## config.mk

```make
export PLATFORM = sky130hd
export DESIGN_NAME = flag_alu
export DESIGN_NICKNAME = d
export VERILOG_FILES = /design/src/rtl/alu_pkg.sv /design/src/rtl/opnd_reg.sv /design/src/rtl/alu_datapath.sv /design/src/rtl/result_reg.sv /design/src/rtl/flag_alu.sv
export SDC_FILE = /design/constraint.sdc
export NUM_CORES = 1
export LEC_CHECK = 0
export ABC_AREA = 1
export BUFFER_PORTS_ARGS = -buffer_cell sky130_fd_sc_hd__buf_2
export CAP_MARGIN = 25
export CORE_ASPECT_RATIO = 2
export CORE_UTILIZATION = 42
export DETAILED_ROUTE_END_ITERATION = 16
export GPL_TIMING_DRIVEN = 0
export MAX_ROUTING_LAYER = met4
export SYNTH_ARGS = -nofsm -noshare
export SYNTH_HDL_FRONTEND = slang
export SYNTH_SLANG_ARGS = --single-unit
```

## constraint.sdc

```tcl
create_clock -name clk -period 2.6 [get_ports clk]
set_input_delay 0.13 -clock clk [delete_from_list [all_inputs] [get_ports clk]]
set_output_delay 0.13 -clock clk [all_outputs]
set_load 0.02 [all_outputs]
```

## src/rtl/alu_pkg.sv

```systemverilog
package alu_pkg;
  typedef enum logic [2:0] {
    OP_ADD = 3'b000,
    OP_SUB = 3'b001,
    OP_SHL = 3'b010,
    OP_SHR = 3'b011,
    OP_AND = 3'b100,
    OP_OR  = 3'b101,
    OP_INV = 3'b110,
    OP_XOR = 3'b111
  } alu_op_e;

  localparam int FLG_S = 0;
  localparam int FLG_C = 1;
  localparam int FLG_Z = 2;
  localparam int FLG_V = 3;
  localparam int FLG_W = 4;
endpackage

```

## src/rtl/opnd_reg.sv

```systemverilog
module opnd_reg #(
  parameter int W = 8
) (
  input  logic         clk,
  input  logic         rst_n,
  input  logic         ld,
  input  logic [W-1:0] d,
  output logic [W-1:0] q
);
  always_ff @(posedge clk or negedge rst_n) begin
    if (!rst_n)  q <= '0;
    else if (ld) q <= d;
  end

  // value is kept when the strobe is low
  a_r2_hold_when_idle: assert property (@(posedge clk) disable iff (!rst_n)
    !ld |=> $stable(q));
  a_r2_take_on_load: assert property (@(posedge clk) disable iff (!rst_n)
    ld |=> q == $past(d));
endmodule

```

## src/rtl/alu_datapath.sv

```systemverilog
module alu_datapath
  import alu_pkg::*;
#(
  parameter int W = 8
) (
  input  logic [W-1:0] a,
  input  logic [W-1:0] b,
  input  alu_op_e      op,
  output logic [W-1:0] res,
  output logic         carry,
  output logic         ovf
);
  localparam int MSB = W - 1;

  function automatic logic [W:0] add_ext(input logic [W-1:0] x, input logic [W-1:0] y,
                                         input logic cin);
    return {1'b0, x} + {1'b0, y} + {{W{1'b0}}, cin};
  endfunction

  function automatic logic sign_flip(input logic sx, input logic sy, input logic sr);
    return (sx == sy) && (sr != sx);
  endfunction

  // named internal events
  logic [W:0]   add_full, sub_full;
  logic         add_cout, sub_borrow, shl_out, shr_out;
  logic         add_ovf, sub_ovf;
  logic [W-1:0] shl_val, shr_val;

  assign add_full   = add_ext(a, b, 1'b0);
  assign sub_full   = add_ext(a, ~b, 1'b1);
  assign add_cout   = add_full[W];
  assign sub_borrow = ~sub_full[W];
  assign shl_val    = {a[MSB-1:0], 1'b0};
  assign shr_val    = {1'b0, a[MSB:1]};
  assign shl_out    = a[MSB];
  assign shr_out    = a[0];
  assign add_ovf    = sign_flip(a[MSB], b[MSB], add_full[MSB]);
  // a - b overflows as a + (~b): operand signs a and ~b must agree
  assign sub_ovf    = sign_flip(a[MSB], ~b[MSB], sub_full[MSB]);

  always_comb begin
    res   = '0;
    carry = 1'b0;
    ovf   = 1'b0;
    unique case (op)
      OP_ADD: begin res = add_full[W-1:0]; carry = add_cout;   ovf = add_ovf; end
      OP_SUB: begin res = sub_full[W-1:0]; carry = sub_borrow; ovf = sub_ovf; end
      OP_SHL: begin res = shl_val; carry = shl_out; end
      OP_SHR: begin res = shr_val; carry = shr_out; end
      OP_AND: res = a & b;
      OP_OR:  res = a | b;
      OP_INV: res = ~a;
      OP_XOR: res = a ^ b;
      default: res = '0;
    endcase
  end
endmodule

```

## src/rtl/result_reg.sv

```systemverilog
module result_reg
  import alu_pkg::*;
#(
  parameter int W = 8
) (
  input  logic             clk,
  input  logic             rst_n,
  input  logic [W-1:0]     res,
  input  logic             carry,
  input  logic             ovf,
  output logic [W-1:0]     x_q,
  output logic [FLG_W-1:0] flg_q
);
  logic [FLG_W-1:0] flg_next;

  always_comb begin
    flg_next        = '0;
    flg_next[FLG_S] = res[W-1];
    flg_next[FLG_C] = carry;
    flg_next[FLG_Z] = (res == '0);
    flg_next[FLG_V] = ovf;
  end

  always_ff @(posedge clk or negedge rst_n) begin
    if (!rst_n) begin
      x_q   <= '0;
      flg_q <= 4'b0100;
    end else begin
      x_q   <= res;
      flg_q <= flg_next;
    end
  end

  // status bits agree with the stored result at all times
  a_r7_sign_tracks_x: assert property (@(posedge clk) disable iff (!rst_n)
    flg_q[FLG_S] == x_q[W-1]);
  a_r8_zero_tracks_x: assert property (@(posedge clk) disable iff (!rst_n)
    flg_q[FLG_Z] == (x_q == '0));
endmodule

```

## src/rtl/flag_alu.sv

```systemverilog
module flag_alu
  import alu_pkg::*;
#(
  parameter int W = 8
) (
  input  logic         clk,
  input  logic         rst_n,
  input  logic [W-1:0] a_din,
  input  logic         a_ld,
  input  logic [W-1:0] b_din,
  input  logic         b_ld,
  input  logic [2:0]   op,
  output logic [W-1:0] x_out,
  output logic [3:0]   flags_out
);
  localparam int NOPND = 2;

  logic [W-1:0] opnd_d [NOPND];
  logic         opnd_ld[NOPND];
  logic [W-1:0] opnd_q [NOPND];
  logic [W-1:0] a_q, b_q, res;
  logic         carry, ovf;
  alu_op_e      op_e;

  assign opnd_d[0]  = a_din;
  assign opnd_d[1]  = b_din;
  assign opnd_ld[0] = a_ld;
  assign opnd_ld[1] = b_ld;
  assign a_q        = opnd_q[0];
  assign b_q        = opnd_q[1];
  assign op_e       = alu_op_e'(op);

  for (genvar i = 0; i < NOPND; i++) begin : g_opnd
    opnd_reg #(.W(W)) u_reg (
      .clk(clk), .rst_n(rst_n), .ld(opnd_ld[i]), .d(opnd_d[i]), .q(opnd_q[i])
    );
  end

  alu_datapath #(.W(W)) u_dp (
    .a(a_q), .b(b_q), .op(op_e), .res(res), .carry(carry), .ovf(ovf)
  );

  result_reg #(.W(W)) u_res (
    .clk(clk), .rst_n(rst_n), .res(res), .carry(carry), .ovf(ovf),
    .x_q(x_out), .flg_q(flags_out)
  );

  // bitwise ops leave carry and overflow clear
  a_r5_logic_clears_cv: assert property (@(posedge clk) disable iff (!rst_n)
    (op[2] == 1'b1) |=> (flags_out[FLG_C] == 1'b0 && flags_out[FLG_V] == 1'b0));
  // left shift reports the old top bit of A
  a_r6_shl_carry: assert property (@(posedge clk) disable iff (!rst_n)
    (op == 3'b010) |=> (flags_out[FLG_C] == $past(a_q[W-1]) && !flags_out[FLG_V]));
  a_r6_shr_carry: assert property (@(posedge clk) disable iff (!rst_n)
    (op == 3'b011) |=> (flags_out[FLG_C] == $past(a_q[0]) && !flags_out[FLG_V]));
  // same-sign add, result sign tells overflow
  a_r9_add_overflow: assert property (@(posedge clk) disable iff (!rst_n)
    (op == 3'b000 && a_q[W-1] == b_q[W-1])
      |=> flags_out[FLG_V] == (x_out[W-1] != $past(a_q[W-1])));
  // differing-sign subtract
  a_r10_sub_overflow: assert property (@(posedge clk) disable iff (!rst_n)
    (op == 3'b001 && a_q[W-1] != b_q[W-1])
      |=> flags_out[FLG_V] == (x_out[W-1] != $past(a_q[W-1])));
  // borrow equals unsigned compare
  a_r4_sub_borrow: assert property (@(posedge clk) disable iff (!rst_n)
    (op == 3'b001) |=> flags_out[FLG_C] == ($past(a_q) < $past(b_q)));
endmodule

```

After elaboration in Yosys (flattened, before gate mapping)
Index checks and enable logic that the tools add are counted.

word-level totals
  input bits = 23
  register bits after elaboration = 28
  word-level logic and storage cells = 32
  output and inout bits = 12

cells by class
  bitwise logic cells = 7
  add/subtract/negate cells = 3
  mux-type cells = 3
  reductions and logical operators = 4
  equality and inequality tests = 11

operators with widths
  operator               number
  $pmux W8 S8            1
  $add A8 B8 Y9          2
  $not A8 Y8             2
  $eq A3 B3 Y1 const B   4
  $add A9 B1 Y9 const B  1
  $and A8 B8 Y8          1
  $logic_not A8 Y1       1
  $or A8 B8 Y8           1
  $xor A8 B8 Y8          1
  $eq A3 B2 Y1 const B   2
  $pmux W1 S4            1
  $eq A3 B1 Y1 const B   1
  $logic_not A3 Y1       1
  $eq A1 B1 Y1           2
  $logic_and A1 B1 Y1    2
  $ne A1 B1 Y1           2
  $not A1 Y1             2
  $pmux W1 S2            1

Longest topological paths before layout
  word-level depth = 6
  gate-level depth with buffers = 14
  depth with buffers taken out = 13

Hierarchy
Synthesis repeated with hierarchy kept, for this count alone.

unflattened totals
  cell total of the unflattened synthesis = 335
  area total of the unflattened synthesis = 2299.7 µm²

by module, submodules not included
  module        cells an instance  area an instance (µm²)  seq. area each (µm²)  instances
  alu_datapath  248                1378.8                  0.0                   1
  opnd_reg      34                 305.3                   200.2                 2
  result_reg    19                 310.3                   276.5                 1

Least setup slack after synthesis
OpenSTA, ideal clock, no wires.

  path type = flip-flop to flip-flop
  from = register g_opnd[0].u_reg.q[0]
  to = register u_res.flg_q[2]
  path slack = 805 ps
  library setup time = 67 ps
  period minus slack after synthesis = 1795 ps
  cell stages (with the launch flop) = 14
  arrival time = 1728 ps
  buffers on the path = 0
  required time = 2533 ps
  path through = dfrtp_1 > inv_1 > ha_1 > inv_1 > fa_1 > nand2_1 > nand3_1 > nor2_1 > nor2_1 > nand2_1 > nand3_1 > nor2_1 > nand2_1 > nor2_1

between the ends
  cells in the longest elaborated chain, start to end = 4
  elaborated cells on any way between the ends = 9
  those cells by class = add/sub: 3; mux: 1; bitwise: 4; reduce/logical: 1

RTL lines
  item                    line                text
  from (decl)             opnd_reg.sv:8       output logic [W-1:0] q
  from (signal assigned)  opnd_reg.sv:11      if (!rst_n) q <= '0;
  from (signal assigned)  opnd_reg.sv:12      else if (ld) q <= d;
  $add A8 B8 Y9           alu_datapath.sv:17  return {1'b0, x} + {1'b0, y} + {{W{1'b0}}, cin};
  $add A9 B1 Y9           alu_datapath.sv:17
  $pmux W8 S8 (*)         alu_datapath.sv:46  unique case (op)
  net res[4]              flag_alu.sv:21      logic [W-1:0] a_q, b_q, res;
  $logic_not A8 Y1 (*)    result_reg.sv:20    flg_next[FLG_Z] = (res == '0);
  net u_res.flg_next[2]   result_reg.sv:14    logic [FLG_W-1:0] flg_next;
  to (signal assigned)    result_reg.sv:30    flg_q <= flg_next;
  to (decl)               result_reg.sv:12    output logic [FLG_W-1:0] flg_q

The timed path passes the listed nets; every way through them passes the cells marked *.
A chain may end at the register's enable or synchronous reset.

Worst setup path in the final report
Ends and elaborated chain as after synthesis.

==> metrics.txt <==
Synth Cell Area=2180 um^2; Final nets=406; Final ANT Viol Nets=0; first-pass GRT wire length=9.390 mm; Worst EP arrival=approximately 2.4 ns; P per Cell Area=approximately 500 nW/um^2; FILL cells=550; Yosys reg bits=27; layout cells sized above 1=0.1292; CP max FO=4; clock-pin slew on the worst setup and hold paths=~0.1 ns; die area=5499 um^2; worst skew pair latency=roughly 0.28 ns; RSZ-0062 raised after global routing=false; Overflow after GRT=0; Yosys top cell by area=dfrtp_1; FP Rows=36; CTS resizes=0; post-DP HPWL=4.628 mm; I/O pin count=35; area grow syn2layout=13.60%; Initial Util=0.4439; largest cells by area after synthesis=dfrtp_1, ha_1, nand2_1; Ys Warns=0; FF-to-FF Start=g_opnd[0].u_reg.q[0]; maximum clock rate=453.6 MHz; Critical path origin=g_opnd[0].u_reg.q[0]; Finish-stage setup viols=0; Min-Delay Path Class=in -> reg; initial detailed-routing violation count=58; Post-Syn Area per Cell=around 7 um^2; Leakage=roughly 0.0014 uW; sequential fraction of the synthesis area=0.3106; Detailed Route WL=5.579 mm; fin crit period=~2.2 ns; finished layout cell area=roughly 2500 um^2; Rel. slew slack=0.6067; first-pass iteration count of the detailed router=7; hold_buf cts=1; Hold Path Depth=3; CP Capture Type=register; Chip Width=approximately 53 um; Worst R2R Path Depth=11; Fin Hold WS=about 0.05 ns; Placeable Area=a little under 5000 um^2; final cell count without fillers=approximately 410; Layout Skew=~0.0019 ns; postcts setup bufs=0; Synth Instances=approximately 320; hold violation total from the final report=0; CP Class=reg -> reg; Slew Viols, Final=0; CP startpoint kind=register; number of global-route vias before repair=between 2000 and 2500; vias post-DR=approximately 2100; Synth cell types=26; CTS tree=built; hold endpoint=g_opnd[0].u_reg.q[1]; Cells after DPL=about 410; pin count of the biggest net entering global routing=28; syn_nets=between 300 and 400; Die H=103.9 um; Worst Max-Slew Pin Slew=approximately 0.6 ns; Via density=5.070; # port buffers=34; FF-to-FF setup slack=0.40 ns; min-delay src=a_din[1]; setup TNS=0 ns; top-area cell type share of the netlist area=0.2985; Remaining DRCs=0; H-Tree Depth=1; maximum clock insertion buffer count=2; root buffer cell=clkbuf_8; Max Cap Viol=0; initial antenna violation count=0; VDD IR max=313.4 uV; # clock sinks=27; status=completed; routability cong.=slightly above 0.9; post-route clock period utilization=0.8479; DP Area=about 2400 um^2; CP required=2.82 ns; Wirelength per Cell=about 14 um; GR Util All Layers=0.2356; Critical R2R Capture=u_res.flg_q[2]; ant diodes=0; Inserted Clock Buffers=3
==> cell type report <==
| class | count | area, um^2 | area share |
|---|---|---|---|
| Multi-Input combinational cell | 236 | 1290 | 0.5210 |
| Sequential cell | 27 | 676.9 | 0.2734 |
| Timing Repair Buffer | 35 | 180.2 | 0.07276 |
| Inverter | 48 | 180.2 | 0.07276 |
| Tap cell | 57 | 71.32 | 0.02880 |
| Clock buffer | 4 | 45.04 | 0.01819 |
| Buffer | 6 | 32.53 | 0.01314 |
==> metrics by stage <==
step,total power (uW),worst slack [ns],util
floorplan,856.4,0.8049,-
global placement,996.6,0.4356,0.4931
detailed placement,1004,0.4060,0.4931
CTS,1247,0.3835,0.5043
global route,1348,0.2150,0.5043
finish,1247,0.3955,0.5043
==> cells in the final DEF (no fill, tap or decap), types with 3 or more instances in the layout <==
cell type and instances:
a21oi_1 16, buf_2 36, clkbuf_1 3, clkbuf_8 3
dfrtp_1 26, ha_1 24, inv_1 46, nand2_1 79
nand3_1 37, nand4_1 3, nor2_1 36, o21ai_0 23
o22ai_1 4
==> critical path, cell delays in order, from the launching register on <==
cell,delay [ns]
dfrtp_1,0.47
inv_1,0.15
ha_1,0.21
inv_1,0.06
fa_1,0.45
nand3_1,0.15
nand4_1,0.10
nand3_1,0.10
nand3_1,0.11
nor2_1,0.18
nand2_1,0.08
nor2_1,0.09
==> Yosys cell counts <==
cell type and count:
xor2_1 2, o2111ai_1 1, a22oi_1 1, ha_1 24, or2_2 1, dfrtp_1 26, inv_1 46, o21ai_0 23
o211ai_1 1, buf_2 2, clkbuf_1 2, and2_1 1, dfstp_2 1, o22ai_1 4, nor3_2 1, o31ai_1 1
nand3_1 37, buf_4 2, a21oi_1 16, xnor2_1 2, nand2_1 79, nor3_1 1, fa_1 2, nand4_1 3
nor2_1 36, inv_2 2
==> report_power, final <==
group          internal (uW)  leakage, uW  switching, uW
registers                469     0.000330           30.4
logic                    175      0.00104            323
clock network            110    0.0000228            139
total                    754      0.00139            493
==> how the worst max path moves through the flow <==
| stage | to | slack, ns | cells past startpoint |
|---|---|---|---|
| after detailed placement | u_res.flg_q[2] | 0.41 | 11 |
| after CTS | u_res.flg_q[2] | 0.38 | 11 |
| after global routing | u_res.flg_q[2] | 0.21 | 13 |
| final | u_res.flg_q[2] | 0.40 | 11 |
| after floorplan | u_res.flg_q[2] | 0.80 | 13 |
| after global placement | u_res.flg_q[2] | 0.44 | 11 |
==> kinds of logic (layout without fill, tap and decap cells) <==
group	Yosys count	count (layout)	synth area share
fa+ha+maj	26	26	0.1561
flops	27	27	0.3106
buf+inv	54	93	0.09759
xor+xnor	4	4	0.01608
compound gates	47	47	0.1154
simple gates	159	159	0.3042
==> state kept, by name (all words and copies together) (netlist names) <==
register,count
u_res.x_q,7
g_opnd.u_reg.q,16
u_res.flg_q,4
==> per-layer routing <==
layer  routed length, um  GRT usage  up-vias
met5                   0          -        -
met4                 234     0.1053        0
met3                 138    0.01462       12
met2                3114     0.4250       53
met1                2091     0.2459      940
li1                    -          -     1089
Note: power is estimated with default switching activity, not from simulation.
